**config.mk**
```make
export PLATFORM = sky130hd
export DESIGN_NAME = burst_addr_gen
export DESIGN_NICKNAME = d
export VERILOG_FILES = /design/src/rtl/burst_addr_gen.sv
export SDC_FILE = /design/constraint.sdc
export NUM_CORES = 1
export LEC_CHECK = 0
export BUFFER_PORTS_ARGS = -buffer_cell sky130_fd_sc_hd__buf_2
export CELL_PAD_IN_SITES_DETAIL_PLACEMENT = 0
export CELL_PAD_IN_SITES_GLOBAL_PLACEMENT = 2
export CORE_ASPECT_RATIO = 0.9
export CORE_MARGIN = 1.5
export CORE_UTILIZATION = 31
export CTS_BUF_LIST = sky130_fd_sc_hd__clkbuf_16
export DETAILED_ROUTE_END_ITERATION = 10
export MAX_ROUTING_LAYER = met4
export PLACE_DENSITY_LB_ADDON = 0.1
export SLEW_MARGIN = 10
export SYNTH_ARGS = -nofsm -noshare
export SYNTH_HDL_FRONTEND = slang
export SYNTH_SLANG_ARGS = --single-unit
```
**constraint.sdc**
```tcl
create_clock -name clk -period 2.1 [get_ports clk]
set_clock_uncertainty 0.1 [all_clocks]
set_input_delay 0.105 -clock clk [delete_from_list [all_inputs] [get_ports clk]]
set_output_delay 0.105 -clock clk [all_outputs]
set_load 0.01 [all_outputs]
```
**src/rtl/burst_addr_gen.sv**
```systemverilog
module burst_addr_gen #(
  parameter int ADDR_W = 18
) (
  input  logic              clk,
  input  logic              rst_n,
  input  logic              load,
  input  logic [ADDR_W-1:0] ext_addr,
  input  logic              step_n,
  input  logic              interleave,
  output logic [ADDR_W-1:0] burst_addr,
  output logic [1:0]        beat
);

  localparam int UP_W = ADDR_W - 2;

  logic [ADDR_W-1:0] base_q;
  logic [1:0]        cnt_q;
  logic [1:0]        low_lin;
  logic [1:0]        low_ilv;

  always_ff @(posedge clk or negedge rst_n) begin
    if (!rst_n) begin
      base_q <= '0;
      cnt_q  <= '0;
    end else if (load) begin
      base_q <= ext_addr;
      cnt_q  <= '0;
    end else if (!step_n) begin
      cnt_q  <= cnt_q + 2'd1;
    end
  end

  assign low_lin    = base_q[1:0] + cnt_q;
  assign low_ilv    = base_q[1:0] ^ cnt_q;
  assign burst_addr = {base_q[ADDR_W-1 -: UP_W], interleave ? low_ilv : low_lin};
  assign beat       = cnt_q;

endmodule

```
After elaboration in Yosys (flattened, before gate mapping)
Cells that the tools add are included.
Word-level totals
  input bits: 23
  register bits after elaboration: 20
  logic and storage cells: 9
Cells by class
  multiplexer cells: 3
  bitwise operators: 1
  $add $sub $neg: 2
  equal/unequal tests: 1
Operators with widths (count)
  $mux 2: 3
  $add 2x1->2 const B: 1
  $add 2x2->2: 1
  $ne 2x2->1 const B: 1
  $xor 2x2->2: 1

Logic depth before layout (Yosys ltp)
Gate-level depths: netlist (run 1).
  word-level depth: 3
  mapped depth: 3
  mapped depth without buffers: 3

Worst setup path before layout (run 1)
OpenSTA, ideal clock, no wires.
  path kind: reg2out
  start point: register cnt_q[0], in the netlist beat[0]
  end point: output burst_addr[1]
  data arrival time: 0.968 ns
  data required time: 1.895 ns
  stages on the path, launching flop included: 4
  slack: 0.927 ns
  buffers on the path: 0
  path through: dfrtp_1 > ha_1 > nor2b_1 > xnor2_1
On the way
  longest elaborated chain between the ends: 2
Ends and longest elaborated chain
  from (decl): line 17  | logic [1:0] cnt_q;
  from (signal assigned): line 29  | cnt_q <= cnt_q + 2'd1;
  $add 2x2->2: line 33  | assign low_lin = base_q[1:0] + cnt_q;
  $mux 2: line 35  | assign burst_addr = {base_q[ADDR_W-1 -: UP_W], interleave ? low_ilv : low_lin};
  to (decl): line 10  | output logic [ADDR_W-1:0] burst_addr,
No other way between the ends.

Final worst setup path (run 1)
Same ends and word-level chain as after synthesis.

==> results of run 1 <==
registers in the layout, summed over array words and instances (netlist names):
name,cells
base_q,18
beat,2
critical path: stages, from the launching register on:
cell and delay (ps):
sky130_fd_sc_hd__dfrtp_1 400, sky130_fd_sc_hd__ha_1 190, sky130_fd_sc_hd__nor2b_1 130, sky130_fd_sc_hd__xnor2_1 110
sky130_fd_sc_hd__buf_2 140
worst paths after layout:
kind	startpoint	endpoint	slack, ps	cells after the start
worst max-delay path	beat[0]	burst_addr[1]	670	4
worst min-delay path	step_n	beat[0]	60	3
worst max register to register	beat[0]	beat[1]	1100	3
worst min register to register	base_q[5]	base_q[5]	400	1
max in group asynchronous	rst_n	base_q[11]	1360	2
min in group asynchronous	rst_n	base_q[4]	240	2
layout make-up:
class,count,area [um^2]
sequential,20,500
timing repair buffer,61,400
multi-input combinational,27,338
tap,42,52.6
fill,309,1680
clock buffer,3,75.1
metal layers:
metal,vias to the layer above,part of all wire,track usage,wire length [um]
li1,289,-,-,-
met3,2,0.078,0.0261,125
met4,0,0.0044,0.0381,7
met5,-,0,-,0
met1,278,0.50,0.149,805
met2,24,0.41,0.146,662
report_power, final:
group	internal, mW	total (mW)	leakage (nW)	switching, mW
sequential	0.424	0.444	0.237	0.0206
combinational	0.125	0.201	0.421	0.0757
clock	0.250	0.375	0.0370	0.125
total	0.799	1.02	0.695	0.221
timing repair:
action	CTS	global route
endpoints found under the setup margin	0	0
buffers inserted	0	0
hold buffers	19	0
endpoints found under the hold margin	38	0
cell families after synthesis:
family        synth area share
flops                    0.508
buf+inv                  0.149
mux                      0.274
simple gates            0.0292
xor+xnor                0.0267
fa+ha+maj               0.0127
cell usage in the layout (no fill, tap or decap):
cell                             n
sky130_fd_sc_hd__buf_2          42
sky130_fd_sc_hd__dlygate4sd3_1  19
sky130_fd_sc_hd__nor2b_1         2
sky130_fd_sc_hd__xnor2_1         3
sky130_fd_sc_hd__clkbuf_16       3
sky130_fd_sc_hd__dfrtp_1        20
sky130_fd_sc_hd__and2b_1         1
sky130_fd_sc_hd__nor3_1          1
sky130_fd_sc_hd__nor2_1          1
sky130_fd_sc_hd__ha_1            1
sky130_fd_sc_hd__mux2_4         18
metrics by stage:
stage                     setup WS, ps  power, mW  hold slack (ps)
after floorplan                    927      0.598             -291
after global placement             893      0.629            -9.11
after detailed placement           902      0.627            -19.0
after CTS                          649       1.04             57.6
after global routing               612       1.08              109
final                              670       1.02             55.9
==> results.toml, run 1 <==
[floorplan]
core_area_um2 = 3040
floorplan.die_area_um2 = 3520
chipHeight_um = 56.5
num_rows = 19
die_width_um = 62.4
boundary_pin_count = 43
initial_utilization = 0.324

[yosys]
synth_flop_cell = "sky130_fd_sc_hd__dfrtp_1"
post_synth_inst_count = 66
yosys-top-cells-count = "sky130_fd_sc_hd__dfrtp_1 (20), sky130_fd_sc_hd__mux2_4 (18), sky130_fd_sc_hd__buf_4 (16)"
synthDominantCellAreaShare = 0.508
synthesis.nets = 90
count_of_flip_flops_with_a_built_in_enable_after_synthesis = 0
netlist-cell-type-count = 11
synth_area_leaders = "sky130_fd_sc_hd__dfrtp_1 (51%), sky130_fd_sc_hd__mux2_4 (27%), sky130_fd_sc_hd__buf_4 (12%)"
yosysTopAreaCell = "sky130_fd_sc_hd__dfrtp_1"
syn-cell-area_um2 = 985
asyncSetResetFlopFracSynth = 1.00
share_of_synthesized_area_occupied_by_flip_flops_and_latches = 0.508
synth_most_common_cell = "sky130_fd_sc_hd__dfrtp_1"
ys_ff_latch = 20
synthesis.yosys.warnings = 0
syn-mean-instance-area_um2 = 14.9

[finish]
syn2layout_area_growth_pct = 38.8
antenna_cells = 0
net_total_in_the_final_layout = 137
final_area_um2 = 1370
final_cell_count_no_fill = 153
final_core_util = 0.449
layout-drive-gt1-share = 0.568

[power_and_ir_drop]
leakage_nw = 0.695
power_per_cell_area_nw_per_um2 = 747
power.ir.vdd_worst_mv = 0.315

[critical_path]
crit_path_max_fanout = 4
setup.worst_path.start_class = "flop"
crit_end_category = "output port"
timing.critical_path.arrival_ps = 1220
cp_data_required_time_ps = 1890
critical_path_class = "flop to output port"

[clock_network]
clk_pin_slew_worst_paths_ps = 50
cts_num_sinks = 20
tritoncts = "yes"
clock_tree.buffer_depth = 2
cts_made_buffers = 3
htreeDepth = 1
post_cts_sizing_count = 0
insertion_delay_ps = 240
clock-root-buffer = "sky130_fd_sc_hd__clkbuf_16"

[grt]
antenna_found_initial = 0
total_gr_overflow = 0
global_route_wire_length_before_repair_um = 2860
largest_net_degree_at_the_start_of_global_routing = 21
grt_pass1_vias = 604
grt.total_usage = 0.106

[timing]
period_share = 0.681
achievable-frequency_ghz = 0.699
max_slew.worst_pin.slew_ps = 610
report.final.hold_viol_count = 0
setup_tns_ps = 0
min_period_ps = 1430
total_setup_violations_reported_at_the_end_of_the_flow = 0
max_slew_margin = 0.594
slew_viol_final = 0
rsz_0062_raised_after_global_routing = "false"

[drt]
route.final.wire_length_um = 1600
final_antenna_net_count = 0
routed-via-count = 593
remaining_drc_errors = 0
drt-pass1-iter-count = 3
route.detailed.wl_per_inst_um = 10.5
vias_per_std_cell = 3.88
starting_drc_count_in_detailed_routing = 11

[worst_hold_path]
hold_class = "input port to flop"

[place]
place.gp.congestion = 0.656
placedInstanceArea_um2 = 1100
place.detailed.instances = 131
numPortBuffers = 42

[job]
drv.max_cap_violation_count = 0

[run_status]
result_of_the_run = "finished, final reports clean"
Note: power is estimated with default switching activity, not from simulation.
==> run 2, diff against run 1 <==
--- a/config.mk
+++ b/config.mk
@@ -10,7 +10,7 @@
 export CELL_PAD_IN_SITES_GLOBAL_PLACEMENT = 2
 export CORE_ASPECT_RATIO = 0.9
 export CORE_MARGIN = 1.5
-export CORE_UTILIZATION = 31
+export CORE_UTILIZATION = 29
 export CTS_BUF_LIST = sky130_fd_sc_hd__clkbuf_16
 export DETAILED_ROUTE_END_ITERATION = 10
 export MAX_ROUTING_LAYER = met4
==> constraint.sdc (replaced) <==
create_clock -name clk -period 1.42 [get_ports clk]
set_clock_uncertainty 0.1 [all_clocks]
set_input_delay 0.071 -clock clk [delete_from_list [all_inputs] [get_ports clk]]
set_output_delay 0.071 -clock clk [all_outputs]
set_load 0.01 [all_outputs]
==> results.toml, run 2 (synthesis gave the netlist of run 1 again) <==
[floorplan]
chipHeight_um = 58.3
boundary_pin_count = 43
core_area_um2 = 3140
floorplan.die_area_um2 = 3750
die_width_um = 64.4
num_rows = 19
initial_utilization = 0.314

[critical_path]
timing.critical_path.arrival_ps = 1220
worst_path_largest_cell_delay_ps = 390
critical_path.cell_chain = "ha_2 > nor2b_4 > xnor2_1 > buf_2"
critical_path_class = "flop to output port"
crit_path_max_fanout = 2
worst-path-buf-inv = 1
setup.worst_path.start_class = "flop"
cp_data_required_time_ps = 1250
cpMaxStageDelayCell = "sky130_fd_sc_hd__dfrtp_1"
crit_end_category = "output port"
critical_path.top_delay_family = "flip-flops"

[finish]
syn2layout_area_growth_pct = 42.9
antenna_cells = 0
layout-drive-gt1-share = 0.588
largest_register_ff_count = 18
final_cell_count_no_fill = 156
mostFrequentLayoutCell = "sky130_fd_sc_hd__buf_2"
net_total_in_the_final_layout = 139
largest-register = "base_q"
final_core_util = 0.449
layout.cells.most_common_list = "sky130_fd_sc_hd__buf_2 (42), sky130_fd_sc_hd__dfrtp_1 (20), sky130_fd_sc_hd__dlygate4sd3_1 (19), sky130_fd_sc_hd__mux2_4 (18)"

[drt]
starting_drc_count_in_detailed_routing = 12
highest-signal-layer = "met4"
final_antenna_net_count = 0
remaining_drc_errors = 0
routed-via-count = 636
drt-pass1-iter-count = 2
routed-wl-met3_um = 125
wl_met1_um = 826
route.detailed.wl_per_inst_um = 11.0
vias_per_std_cell = 4.08
met2RoutedLength_um = 755
route.final.wire_length_um = 1720

[grt]
total_gr_overflow = 0
largest_net_degree_at_the_start_of_global_routing = 21
grt.total_usage = 0.105
antenna_found_initial = 0
global_route_wire_length_before_repair_um = 2890
grt_pass1_vias = 653

[clock_network]
htreeDepth = 1
clk_pin_slew_worst_paths_ps = 50
clock-root-buffer = "sky130_fd_sc_hd__clkbuf_16"
cts_made_buffers = 3
insertion_delay_ps = 250
clock_tree.buffer_depth = 2
cts_num_sinks = 20
tritoncts = "yes"

[power_and_ir_drop]
power_per_cell_area_nw_per_um2 = 1100
power.ir.vdd_worst_mv = 0.558
leakage_nw = 0.711

[timing]
total_setup_violations_reported_at_the_end_of_the_flow = 0
postLayoutSetupSlackWorst_ps = 33.3
max_slew_margin = 0.696
report.final.hold_viol_count = 0
slew_viol_final = 0
max_slew.worst_pin.slew_ps = 456
period_share = 0.977
rsz_0062_raised_after_global_routing = "true"
min_period_ps = 1390
hold-worst-slack_ps = 12.7
achievable-frequency_ghz = 0.721

[worst_hold_path]
hold_class = "input port to flop"

[place]
place.gp.congestion = 0.666
place.detailed.instances = 132
place_ws_ps = 268
numPortBuffers = 42

[job]
drv.max_cap_violation_count = 0

[run_status]
result_of_the_run = "finished, final reports clean"
-- run 2: cell count changes in the layout (fill, tap and decap cells not counted), sizes merged --
| cell | before | now |
|---|---|---|
| buf | 42 | 44 |
| clkinv | 0 | 1 |
-- run 2: cell type report --
cell class	instances	area (um^2)
Clock buffer	3	75.1
Clock inverter	1	3.75
Fill cell	320	1730
Multi-Input combinational cell	27	348
Timing Repair Buffer	63	428
Tap cell	42	52.6
Sequential cell	20	500
-- run 2: power breakdown --
part / switching, mW / internal, mW
sequential: 0.0311 / 0.626
clock: 0.203 / 0.375
combinational: 0.117 / 0.195
-- run 2: worst reg2reg max path, delay by kind of cell (launching register included) --
family / cells / cell delay (ps)
buffers and inverters: 1 / 140
xor gates and xnor gates: 1 / 130
and+or+nand+nor: 2 / 220
DFF: 1 / 380
-- run 2: path summary, 6_finish.rpt --
check,endpoint,cells past startpoint,startpoint,slack (ps)
setup reg to reg,beat[1],4,beat[0],330
max in group asynchronous,base_q[0],2,rst_n,700
min in group asynchronous,base_q[15],2,rst_n,200
hold reg to reg,base_q[3],1,base_q[3],400
hold / removal,beat[0],3,step_n,10
setup / recovery,burst_addr[1],4,base_q[0],30
-- run 2: through the flow --
stage	TNS [ps]	area, um^2	power [mW]
after floorplan	0	985	0.885
after global placement	0	1120	0.934
after detailed placement	0	1120	0.936
after CTS	0	1400	1.57
after global routing	-15.8	1410	1.63
final	0	1410	1.55
-- run 2: what timing repair did --
action,in CTS,in global routing
pin swaps,0,2
gates cloned,0,0
hold buffers,19,0
gates resized for setup,0,3
hold endpoints to repair,38,0
setup endpoints to repair,1,1
buffers inserted,1,0
-- run 2: per-layer routing --
layer / up-vias / global-route usage
met5: - / -
met4: 0 / 0.0182
met3: 2 / 0.0447
met2: 24 / 0.161
met1: 312 / 0.133
li1: 298 / -
